--- config.mk ---
export PLATFORM = sky130hd
export DESIGN_NAME = mrx_exec_unit
export DESIGN_NICKNAME = d
export VERILOG_FILES = /design/src/rtl/mrx_pkg.sv /design/src/rtl/mrx_pre_shift.sv /design/src/rtl/mrx_alu.sv /design/src/rtl/mrx_cond_eval.sv /design/src/rtl/mrx_exec_unit.sv
export SDC_FILE = /design/constraint.sdc
export NUM_CORES = 1
export LEC_CHECK = 0
export ABC_AREA = 0
export BUFFER_PORTS_ARGS = -buffer_cell sky130_fd_sc_hd__buf_4
export CAP_MARGIN = 15
export CORE_MARGIN = 2
export CORE_UTILIZATION = 45
export CTS_CLUSTER_DIAMETER = 150
export CTS_CLUSTER_SIZE = 40
export DETAILED_ROUTE_END_ITERATION = 8
export PLACE_DENSITY = 0.77
export SYNTH_ARGS = -nofsm -noshare
export SYNTH_HDL_FRONTEND = slang
export SYNTH_SLANG_ARGS = --single-unit
--- constraint.sdc ---
create_clock -name clk_i -period 9.7 [get_ports clk_i]
set_clock_uncertainty 0.15 [all_clocks]
set_input_delay 1.455 -clock clk_i [delete_from_list [all_inputs] [get_ports clk_i]]
set_output_delay 1.455 -clock clk_i [all_outputs]
set_load 0.05 [all_outputs]
--- src/rtl/mrx_pkg.sv ---
`timescale 1ns/1ps
package mrx_pkg;
  localparam int unsigned OP_W   = 3;
  localparam int unsigned COND_W = 4;

  typedef enum logic [OP_W-1:0] {
    OP_ADD  = 3'b000,
    OP_ADC  = 3'b001,
    OP_SUB  = 3'b010,
    OP_SBC  = 3'b011,
    OP_AND  = 3'b100,
    OP_OR   = 3'b101,
    OP_LDST = 3'b110,
    OP_BR   = 3'b111
  } op_e;

  typedef enum logic [1:0] {
    SH_NONE = 2'b00,
    SH_ASR  = 2'b01,
    SH_ROR  = 2'b10,
    SH_RRC  = 2'b11
  } shift_e;

  // packed order gives n at bit 3 down to c at bit 0
  typedef struct packed {
    logic n;
    logic z;
    logic v;
    logic c;
  } nzvc_t;
endpackage

--- src/rtl/mrx_pre_shift.sv ---
`timescale 1ns/1ps
module mrx_pre_shift
  import mrx_pkg::*;
#(
  parameter int unsigned DATA_W = 16
) (
  input  logic [DATA_W-1:0] a_i,
  input  logic [1:0]        mode_i,
  input  logic              cin_i,
  output logic [DATA_W-1:0] a_o,
  output logic              cout_o
);
  localparam int unsigned MSB = DATA_W - 1;

  logic top_bit;

  always_comb begin
    unique case (shift_e'(mode_i))
      SH_ASR:  top_bit = a_i[MSB];
      SH_ROR:  top_bit = a_i[0];
      SH_RRC:  top_bit = cin_i;
      default: top_bit = a_i[MSB];
    endcase
  end

  always_comb begin
    if (shift_e'(mode_i) == SH_NONE) begin
      a_o    = a_i;
      cout_o = 1'b0;
    end else begin
      a_o    = {top_bit, a_i[MSB:1]};
      cout_o = a_i[0];
    end
  end
endmodule

--- src/rtl/mrx_alu.sv ---
`timescale 1ns/1ps
module mrx_alu
  import mrx_pkg::*;
#(
  parameter int unsigned DATA_W = 16
) (
  input  logic [OP_W-1:0]   opcode_i,
  input  logic [DATA_W-1:0] a_i,
  input  logic [DATA_W-1:0] b_i,
  input  logic              sh_cout_i,
  input  logic              cin_i,
  output logic [DATA_W-1:0] res_o,
  output nzvc_t             flags_o
);
  localparam int unsigned MSB = DATA_W - 1;

  op_e              op;
  logic             invert_b;
  logic             carry_in;
  logic             is_logic;
  logic [DATA_W-1:0] b_eff;
  logic [DATA_W:0]   sum;

  assign op       = op_e'(opcode_i);
  assign invert_b = (op == OP_SUB) || (op == OP_SBC);
  assign is_logic = (op == OP_AND) || (op == OP_OR);
  assign b_eff    = invert_b ? ~b_i : b_i;

  always_comb begin
    unique case (op)
      OP_ADC, OP_SBC: carry_in = cin_i;
      OP_SUB:         carry_in = 1'b1;
      default:        carry_in = 1'b0;
    endcase
  end

  assign sum = {1'b0, a_i} + {1'b0, b_eff} + {{DATA_W{1'b0}}, carry_in};

  always_comb begin
    unique case (op)
      OP_AND:  res_o = a_i & b_i;
      OP_OR:   res_o = a_i | b_i;
      default: res_o = sum[MSB:0];
    endcase
  end

  always_comb begin
    flags_o.n = res_o[MSB];
    flags_o.z = ~|res_o;
    if (is_logic) begin
      flags_o.v = 1'b0;
      flags_o.c = sh_cout_i;
    end else begin
      flags_o.v = (a_i[MSB] == b_eff[MSB]) && (sum[MSB] != a_i[MSB]);
      flags_o.c = sum[DATA_W];
    end
  end
endmodule

--- src/rtl/mrx_cond_eval.sv ---
`timescale 1ns/1ps
module mrx_cond_eval
  import mrx_pkg::*;
(
  input  nzvc_t             flags_i,
  input  logic [COND_W-1:0] cond_i,
  output logic              met_o
);
  localparam int unsigned TERMS = 1 << (COND_W - 1);

  logic [TERMS-1:0] term;
  logic             sel;

  assign term = {
    (flags_i.n ^ flags_i.v) | flags_i.z,
    flags_i.n ^ flags_i.v,
    flags_i.n,
    flags_i.v,
    flags_i.z,
    flags_i.c,
    flags_i.c | flags_i.z,
    1'b0
  };

  assign sel   = term[cond_i[COND_W-1:1]];
  // bit 0 picks "term set" versus "term clear"
  assign met_o = ~(sel ^ cond_i[0]);
endmodule

--- src/rtl/mrx_exec_unit.sv ---
`timescale 1ns/1ps
module mrx_exec_unit
  import mrx_pkg::*;
#(
  parameter int unsigned DATA_W = 16
) (
  input  logic              clk_i,
  input  logic              rst_ni,
  input  logic              exec_i,
  input  logic [2:0]        opcode_i,
  input  logic [1:0]        shift_i,
  input  logic [3:0]        cond_i,
  input  logic [DATA_W-1:0] op_a_i,
  input  logic [DATA_W-1:0] op_b_i,
  output logic [DATA_W-1:0] result_o,
  output logic [3:0]        next_flags_o,
  output logic [3:0]        flags_o,
  output logic              branch_taken_o
);
  nzvc_t             flags_q;
  nzvc_t             flags_d;
  logic [DATA_W-1:0] a_shifted;
  logic              sh_cout;
  logic              cond_met;
  logic              writes_flags;

  mrx_pre_shift #(.DATA_W(DATA_W)) u_shift (
    .a_i    (op_a_i),
    .mode_i (shift_i),
    .cin_i  (flags_q.c),
    .a_o    (a_shifted),
    .cout_o (sh_cout)
  );

  mrx_alu #(.DATA_W(DATA_W)) u_alu (
    .opcode_i  (opcode_i),
    .a_i       (a_shifted),
    .b_i       (op_b_i),
    .sh_cout_i (sh_cout),
    .cin_i     (flags_q.c),
    .res_o     (result_o),
    .flags_o   (flags_d)
  );

  mrx_cond_eval u_cond (
    .flags_i (flags_q),
    .cond_i  (cond_i),
    .met_o   (cond_met)
  );

  assign writes_flags = exec_i && (opcode_i[2:1] != 2'b11);

  always_ff @(posedge clk_i or negedge rst_ni) begin
    if (!rst_ni)           flags_q <= '0;
    else if (writes_flags) flags_q <= flags_d;
  end

  assign next_flags_o   = flags_d;
  assign flags_o        = flags_q;
  assign branch_taken_o = (op_e'(opcode_i) == OP_BR) && cond_met;
endmodule

==> results of run 1 <==
[path summary, 6_finish.rpt]
check	startpoint	to	depth (start not counted)
max	shift_i[1]	next_flags_o[2]	13
min	flags_o[2]	flags_o[2]	2
max reg2reg	flags_o[0]	flags_o[3]	11
min in group asynchronous	rst_ni	flags_o[2]	1
min reg2reg	flags_o[2]	flags_o[2]	2
max in group asynchronous	rst_ni	flags_o[1]	1
[layer usage]
layer | GRT usage | vias up
li1 | - | 1141
met1 | 0.3129 | 1073
met2 | 0.4403 | 72
met3 | 0.03704 | 4
met4 | 0.02725 | 0
met5 | 0 | -
[cell families (layout without fill, tap and decap cells)]
logic type / Yosys count / count (layout) / share of synthesized area
AO/OA/AOI/OAI: 92 / 92 / 0.3216
AND/OR/NAND/NOR: 81 / 81 / 0.2140
adder cells (fa/ha/maj): 25 / 25 / 0.1521
XOR/XNOR: 24 / 24 / 0.1039
buffers and inverters: 22 / 79 / 0.04514
multiplexers: 21 / 21 / 0.1138
flip-flops: 4 / 4 / 0.04948
[worst max-delay path, cell delays in order]
cell      delay [ps]
buf_4            170
nor2_1           760
mux2_2           440
ha_1             370
o211a_1          270
o21ai_0          240
a211oi_1         110
nor3_1           390
xor2_1           170
o21ai_0          140
or4_4            560
nor2_1           120
buf_4            210
[area by class of cell]
| cell class | instances | area (sq um) | area share |
|---|---|---|---|
| Clock buffer | 3 | 41.29 | 0.01599 |
| Inverter | 7 | 26.28 | 0.01017 |
| Multi-Input combinational cell | 243 | 1832 | 0.7093 |
| Sequential cell | 4 | 100.1 | 0.03876 |
| Tap cell | 52 | 65.06 | 0.02519 |
| Timing Repair Buffer | 69 | 518.0 | 0.2006 |
[placed cells by master, fill, tap and decap left out, types with 2 or more instances in the layout]
| master | count |
|---|---|
| a211o_1 | 4 |
| a211oi_1 | 4 |
| a21o_1 | 7 |
| a21oi_1 | 17 |
| a221oi_1 | 3 |
| a31o_2 | 2 |
| a31oi_1 | 3 |
| and2_1 | 5 |
| buf_4 | 69 |
| clkbuf_8 | 3 |
| dfrtp_1 | 4 |
| fa_1 | 2 |
| ha_1 | 15 |
| inv_1 | 7 |
| maj3_1 | 8 |
| mux2_2 | 16 |
| mux2i_1 | 5 |
| nand2_1 | 15 |
| nand2b_1 | 4 |
| nand3_1 | 10 |
| nand4b_1 | 2 |
| nor2_1 | 14 |
| nor2b_1 | 6 |
| nor3_1 | 7 |
| nor3b_1 | 5 |
| nor4_1 | 2 |
| o21a_1 | 12 |
| o21ai_0 | 16 |
| o221ai_1 | 2 |
| o22ai_1 | 2 |
| o31ai_1 | 6 |
| or2_2 | 4 |
| or3_1 | 3 |
| xnor2_1 | 18 |
| xor2_1 | 6 |
[power groups by stage]
stage | registers [mW] | clock network [mW] | logic, mW
after floorplan | 0.0341 | 0 | 0.237
after global placement | 0.0257 | 0 | 0.330
after detailed placement | 0.0258 | 0 | 0.333
after CTS | 0.0256 | 0.0347 | 0.334
after global routing | 0.0262 | 0.0354 | 0.359
final | 0.0256 | 0.0337 | 0.335
[through the flow]
stage	total power, mW	worst slack [ps]	cell area (sq um)	util	hold slack [ps]
2_1_floorplan	0.2711	2541	2023	-	392.8
3_3_place_gp	0.3554	2748	2541	0.5836	394.8
3_5_place_dp	0.3593	2729	2541	0.5836	406.3
4_1_cts	0.3948	2722	2582	0.5931	413.2
5_1_grt	0.4210	2381	2582	0.5931	452.3
6_report	0.3947	2689	2582	0.5931	412.8
==> impl_results.md, run 1 <==
- Status: completed
- Critical Path AT: 5410 ps
- Critical Path Sink Type: primary output
- # resized after CTS: 0
- PortBufs: 68
- Clock latency on the worst-skew pair: 210 ps
- Boundary pin count: 69
- Final setup violation count: 0
- First-pass GRT wire length: 10,140 um
- Most common cell in the netlist: xnor2_1
- Max-slew violations: 0
- Clk pwr share: 0.085
- Vias in the first global route: 2,187
- Global route overflow: 0
- Flop pwr share: 0.065
- Die W: 71.05 um
- Post-route ant nets: 0
- Leakage: 1.136 nW
- Fin crit period: 7011 ps
- Vias: 2,290
- Vias per Instance: 6.058
- Finished Layout Cells: 378
- Final Cycle Share: 0.7228
- Clk slew on worst S/H paths: 30 ps
- Required time worst endpoint: 8100 ps
- Met2 routed WL: 2979 um
- Largest cells by area after synthesis: ha_1, mux2_2, xnor2_1
- Synth top area share: 0.09276
- Psw: 0.2228 mW
- Synth Net Count: 330
- Peak supply drop: 0.00005462 V
- H-tree levels: 1
- Die footprint: 5048 sq um
- Netlist cell types: 55
- DRC viols: 0
- Antenna cells: 0
- Synth cell count leaders: xnor2_1, a21oi_1, mux2_2, o21ai_0
- Max Root-Sink Buffers: 2
- Uppermost layer routed: met4
- Seq cells post-synth: 4
- Area Overhead vs Synth: 27.64%
- Drt initial violations: 105
- Final TNS setup: 0 ps
- Die H: 71.05 um
- # placed instances: 375
- Top_reg_cell synth: dfrtp_1
- Setup CP Type: in -> out
- Routed wire per std cell: 16.06 um
- CTS Buf Count: 3
- Final hold violations: 0
- Pint: 0.1719 mW
- Share of total power in combinational logic: 0.850
- Crit path launch type: input pin
- Syn Area/Cell: 7.521 sq um
- Pwr Density: 152.9 nW/um^2
- Antenna violations before repair: 0
- Max FFs per register: 4
- Area of the core: 4354 sq um
- Ys Warns: 0
- Routability cong.: 0.9111
- Clk sink count: 4
- Layout cells sized above 1: 0.3037
- Nets@finish: 389
- Rel. slew slack: 0.3082
- Sequential fraction of the synthesis area: 0.04947
- DPL Wire Length: 4895 um
- Cells after synthesis: 269
- Post-synth EDFFs: 0
- Pre-Repair DR Iteration Count: 4
- Number of fill cells in the layout: 430
- Largest area contributor in the netlist: ha_1
- Hold buffers post-CTS: 0
- # rows: 24
- Max FO, Critical Path: 16
- Metal3 WL: 461 um
- Initial Util: 0.4647
- Sw frac: 0.5645
- Detailed Route WL: 6069 um
- TritonCTS clock tree: done
- Met1 wire length: 2600 um
- RSZ-0062 raised after global routing: false
- GRT Total Usage: 0.2428
- Slew @ Worst Pin: 1038 ps
- Post-Syn Area: 2023 sq um
- Fmax: 142.6 MHz
- Worst R2R Setup Slack: 6080 ps
- Maxcap violations: 0
- Setup repair bufs after CTS: 0
- Asr flop ratio synth: 1.000
- Largest net degree at the start of global routing: 27
- Root Buffer: clkbuf_8
- Hold Crit Class: reg -> reg
(Power assumes the default switching activity.)
==> run 2, diff against run 1 <==
clock period = 7.1 ns   (was 9.7 ns; I/O delays follow)
==> run 2 against run 1 <==
  * Sequential power rose by 39%
  * Utilization rose by 0.17 points
  * Non-clock buffer count rose by 1
  * Die area did not move
  * Power rose by 36%
  * Wire length fell by 1.7%
  * First-iteration DRC count rose by 31%
  * Critical endpoint unchanged
  * Combinational power rose by 36%
  * Critical path depth did not move
  * Clock power rose by 38%
  * Via count fell by 0.39%
  * Sequential cell count did not move
==> impl_results.md, run 2 (same netlist as run 1, synthesis figures left out) <==
- Clk slew on worst S/H paths: 30 ps (about the same)
- RSZ-0062 raised after global routing: false (unchanged)
- First-pass GRT wire length: 9818 um (was 10,140 um)
- Slew @ Worst Pin: 981.7 ps (was 1038 ps)
- DRC viols: 0 (unchanged)
- Initial Util: 0.4647 (unchanged)
- Final WS setup: 963.3 ps (was 2689 ps)
- Area of the core: 4354 sq um (unchanged)
- Most frequent cells in the layout: buf_4, xnor2_1, a21oi_1, mux2_2, o21ai_0 (unchanged)
- Final hold violations: 0 (unchanged)
- H-tree levels: 1 (unchanged)
- PortBufs: 68 (unchanged)
- Multi-input gate area: 1832 sq um (unchanged)
- Nets@finish: 390 (was 389)
- Max FO, Critical Path: 16 (unchanged)
- Register area: 100.1 sq um (unchanged)
- Pre-Repair DR Iteration Count: 4 (unchanged)
- Detailed Route WL: 5964 um (was 6069 um)
- Layout cells sized above 1: 0.3058 (was 0.3037)
- GRT Total Usage: 0.2344 (was 0.2428)
- Delay-heaviest family, CP: simple AND/OR/NAND/NOR gates (unchanged)
- Root Buffer: clkbuf_8 (unchanged)
- Die W: 71.05 um (unchanged)
- Status: completed (unchanged)
- Drt initial violations: 138 (was 105)
- Vias: 2,281 (was 2,290)
- Rel. slew slack: 0.3431 (was 0.3082)
- Required time worst endpoint: 5880 ps (was 8100 ps)
- Maxcap violations: 0 (unchanged)
- Die H: 71.05 um (unchanged)
- Routability cong.: 0.8499 (was 0.9111)
- TritonCTS clock tree: done (unchanged)
- CP Buf/Inv Count: 2 (unchanged)
- Critical Path Sink Type: primary output (unchanged)
- Final Core Density: 0.5948 (was 0.5931)
- Commonest non-fill, non-tap cell in the layout: buf_4 (unchanged)
- Max-slew violations: 0 (unchanged)
- DPL Wire Length: 4772 um (was 4895 um)
- Routed wire per std cell: 15.74 um (was 16.06 um)
- Leakage: 1.140 nW (was 1.136 nW)
- Final TNS setup: 0 ps (unchanged)
- Crit path launch type: input pin (unchanged)
- Max Root-Sink Buffers: 2 (unchanged)
- Setup repair bufs after CTS: 0 (unchanged)
- Antenna violations before repair: 0 (unchanged)
- CTS Buf Count: 3 (unchanged)
- Post-route ant nets: 0 (unchanged)
- Worst path cell trace: buf_4, nor2_1, mux2_2, ha_1, a211o_1, a21oi_1, a21oi_1, o21a_1, or3_1, a31o_2, or4_4, nor2_1, buf_4 (was buf_4, nor2_1, mux2_2, ha_1, o211a_1, o21ai_0, a211oi_1, nor3_1, xor2_1, o21ai_0, or4_4, nor2_1, buf_4)
- Dpl ws: 1039 ps (was 2729 ps)
- Setup CP Type: in -> out (unchanged)
- Vias in the first global route: 2,107 (was 2,187)
- Total power: 0.5387 mW (was 0.3947 mW)
- Max incr delay on CP: 770 ps (was 760 ps)
- Clock latency on the worst-skew pair: 210 ps (about the same)
- # rows: 24 (unchanged)
- Die footprint: 5048 sq um (unchanged)
- Peak supply drop: 0.00008995 V (was 0.00005462 V)
- Fmax: 163.0 MHz
- Critical-path top delay cell: nor2_1 (unchanged)
- Final Cycle Share: 0.8643
- Vias per Instance: 6.018 (was 6.058)
- Max FFs per register: 4 (unchanged)
- # resized after CTS: 0 (unchanged)
- Clk sink count: 4 (unchanged)
- Global route overflow: 0 (unchanged)
- Area Overhead vs Synth: 28.01% (was 27.64%)
- Hold Crit Class: reg -> reg (unchanged)
- Largest net degree at the start of global routing: 27 (unchanged)
- Finished Layout Cells: 379 (was 378)
- Antenna cells: 0 (unchanged)
- Hold buffers post-CTS: 0 (unchanged)
- # placed instances: 376 (was 375)
- Final setup violation count: 0 (unchanged)
- Pwr Density: 208.0 nW/um^2 (was 152.9 nW/um^2)
- Number of fill cells in the layout: 415 (was 430)
- Critical Path AT: 4920 ps (was 5410 ps)
- Fin crit period: 6137 ps
- Boundary pin count: 69 (unchanged)
[run 2: cell types whose count changed in the layout (fill, tap and decap cells not counted), sizes merged]
cell / previous run / this run
buf: 69 / 70
[run 2: layout make-up]
type / instances / area share
clock buffer: 3 / 0.01594
multi-input combinational: 243 / 0.7072
timing repair buffer: 70 / 0.2029
sequential: 4 / 0.03865
inverter: 7 / 0.01014
tap: 52 / 0.02512
[run 2: through the flow]
stage	area [sq um]	hold WS, ps
after detailed placement	2549	390.3
after global placement	2549	391.1
final	2590	394.7
after CTS	2590	397.7
after global routing	2590	434.5
after floorplan	2023	392.8
[run 2: final timing paths]
path | start | end | slack (ps) | cells after the start
max | shift_i[1] | next_flags_o[2] | 960 | 13
min | flags_o[2] | flags_o[2] | 390 | 2
max reg2reg | flags_o[0] | flags_o[2] | 3420 | 12
min reg2reg | flags_o[2] | flags_o[2] | 390 | 2
max in group asynchronous | rst_ni | flags_o[1] | 6210 | 1
min in group asynchronous | rst_ni | flags_o[2] | 490 | 1
[run 2: report_power, final]
group	total, mW	internal (mW)	switching [mW]	leakage [nW]
Sequential	0.0355	0.0284	0.00712	0.0515
Clock	0.0465	0.0360	0.0105	0.0216
Combinational	0.457	0.171	0.286	1.07
[run 2: routing by layer]
layer / wire (um) / track usage / vias to the layer above
met5: 0 / 0 / -
met4: 21 / 0.03354 / 0
met3: 399 / 0.02279 / 4
met2: 2858 / 0.3946 / 80
met1: 2686 / 0.3322 / 1062
li1: - / - / 1135
[run 2: worst register-to-register path, cell delays in order, from the launching register on]
cell       delay [ps]
dfrtp_1           410
mux2i_1            90
or2_2             290
fa_1              400
fa_1              420
nor2b_1           180
o2111ai_1         170
a21oi_1           280
xnor2_1           160
a21oi_1           120
nor4_1            470
nand4b_1          200
o31ai_2           260
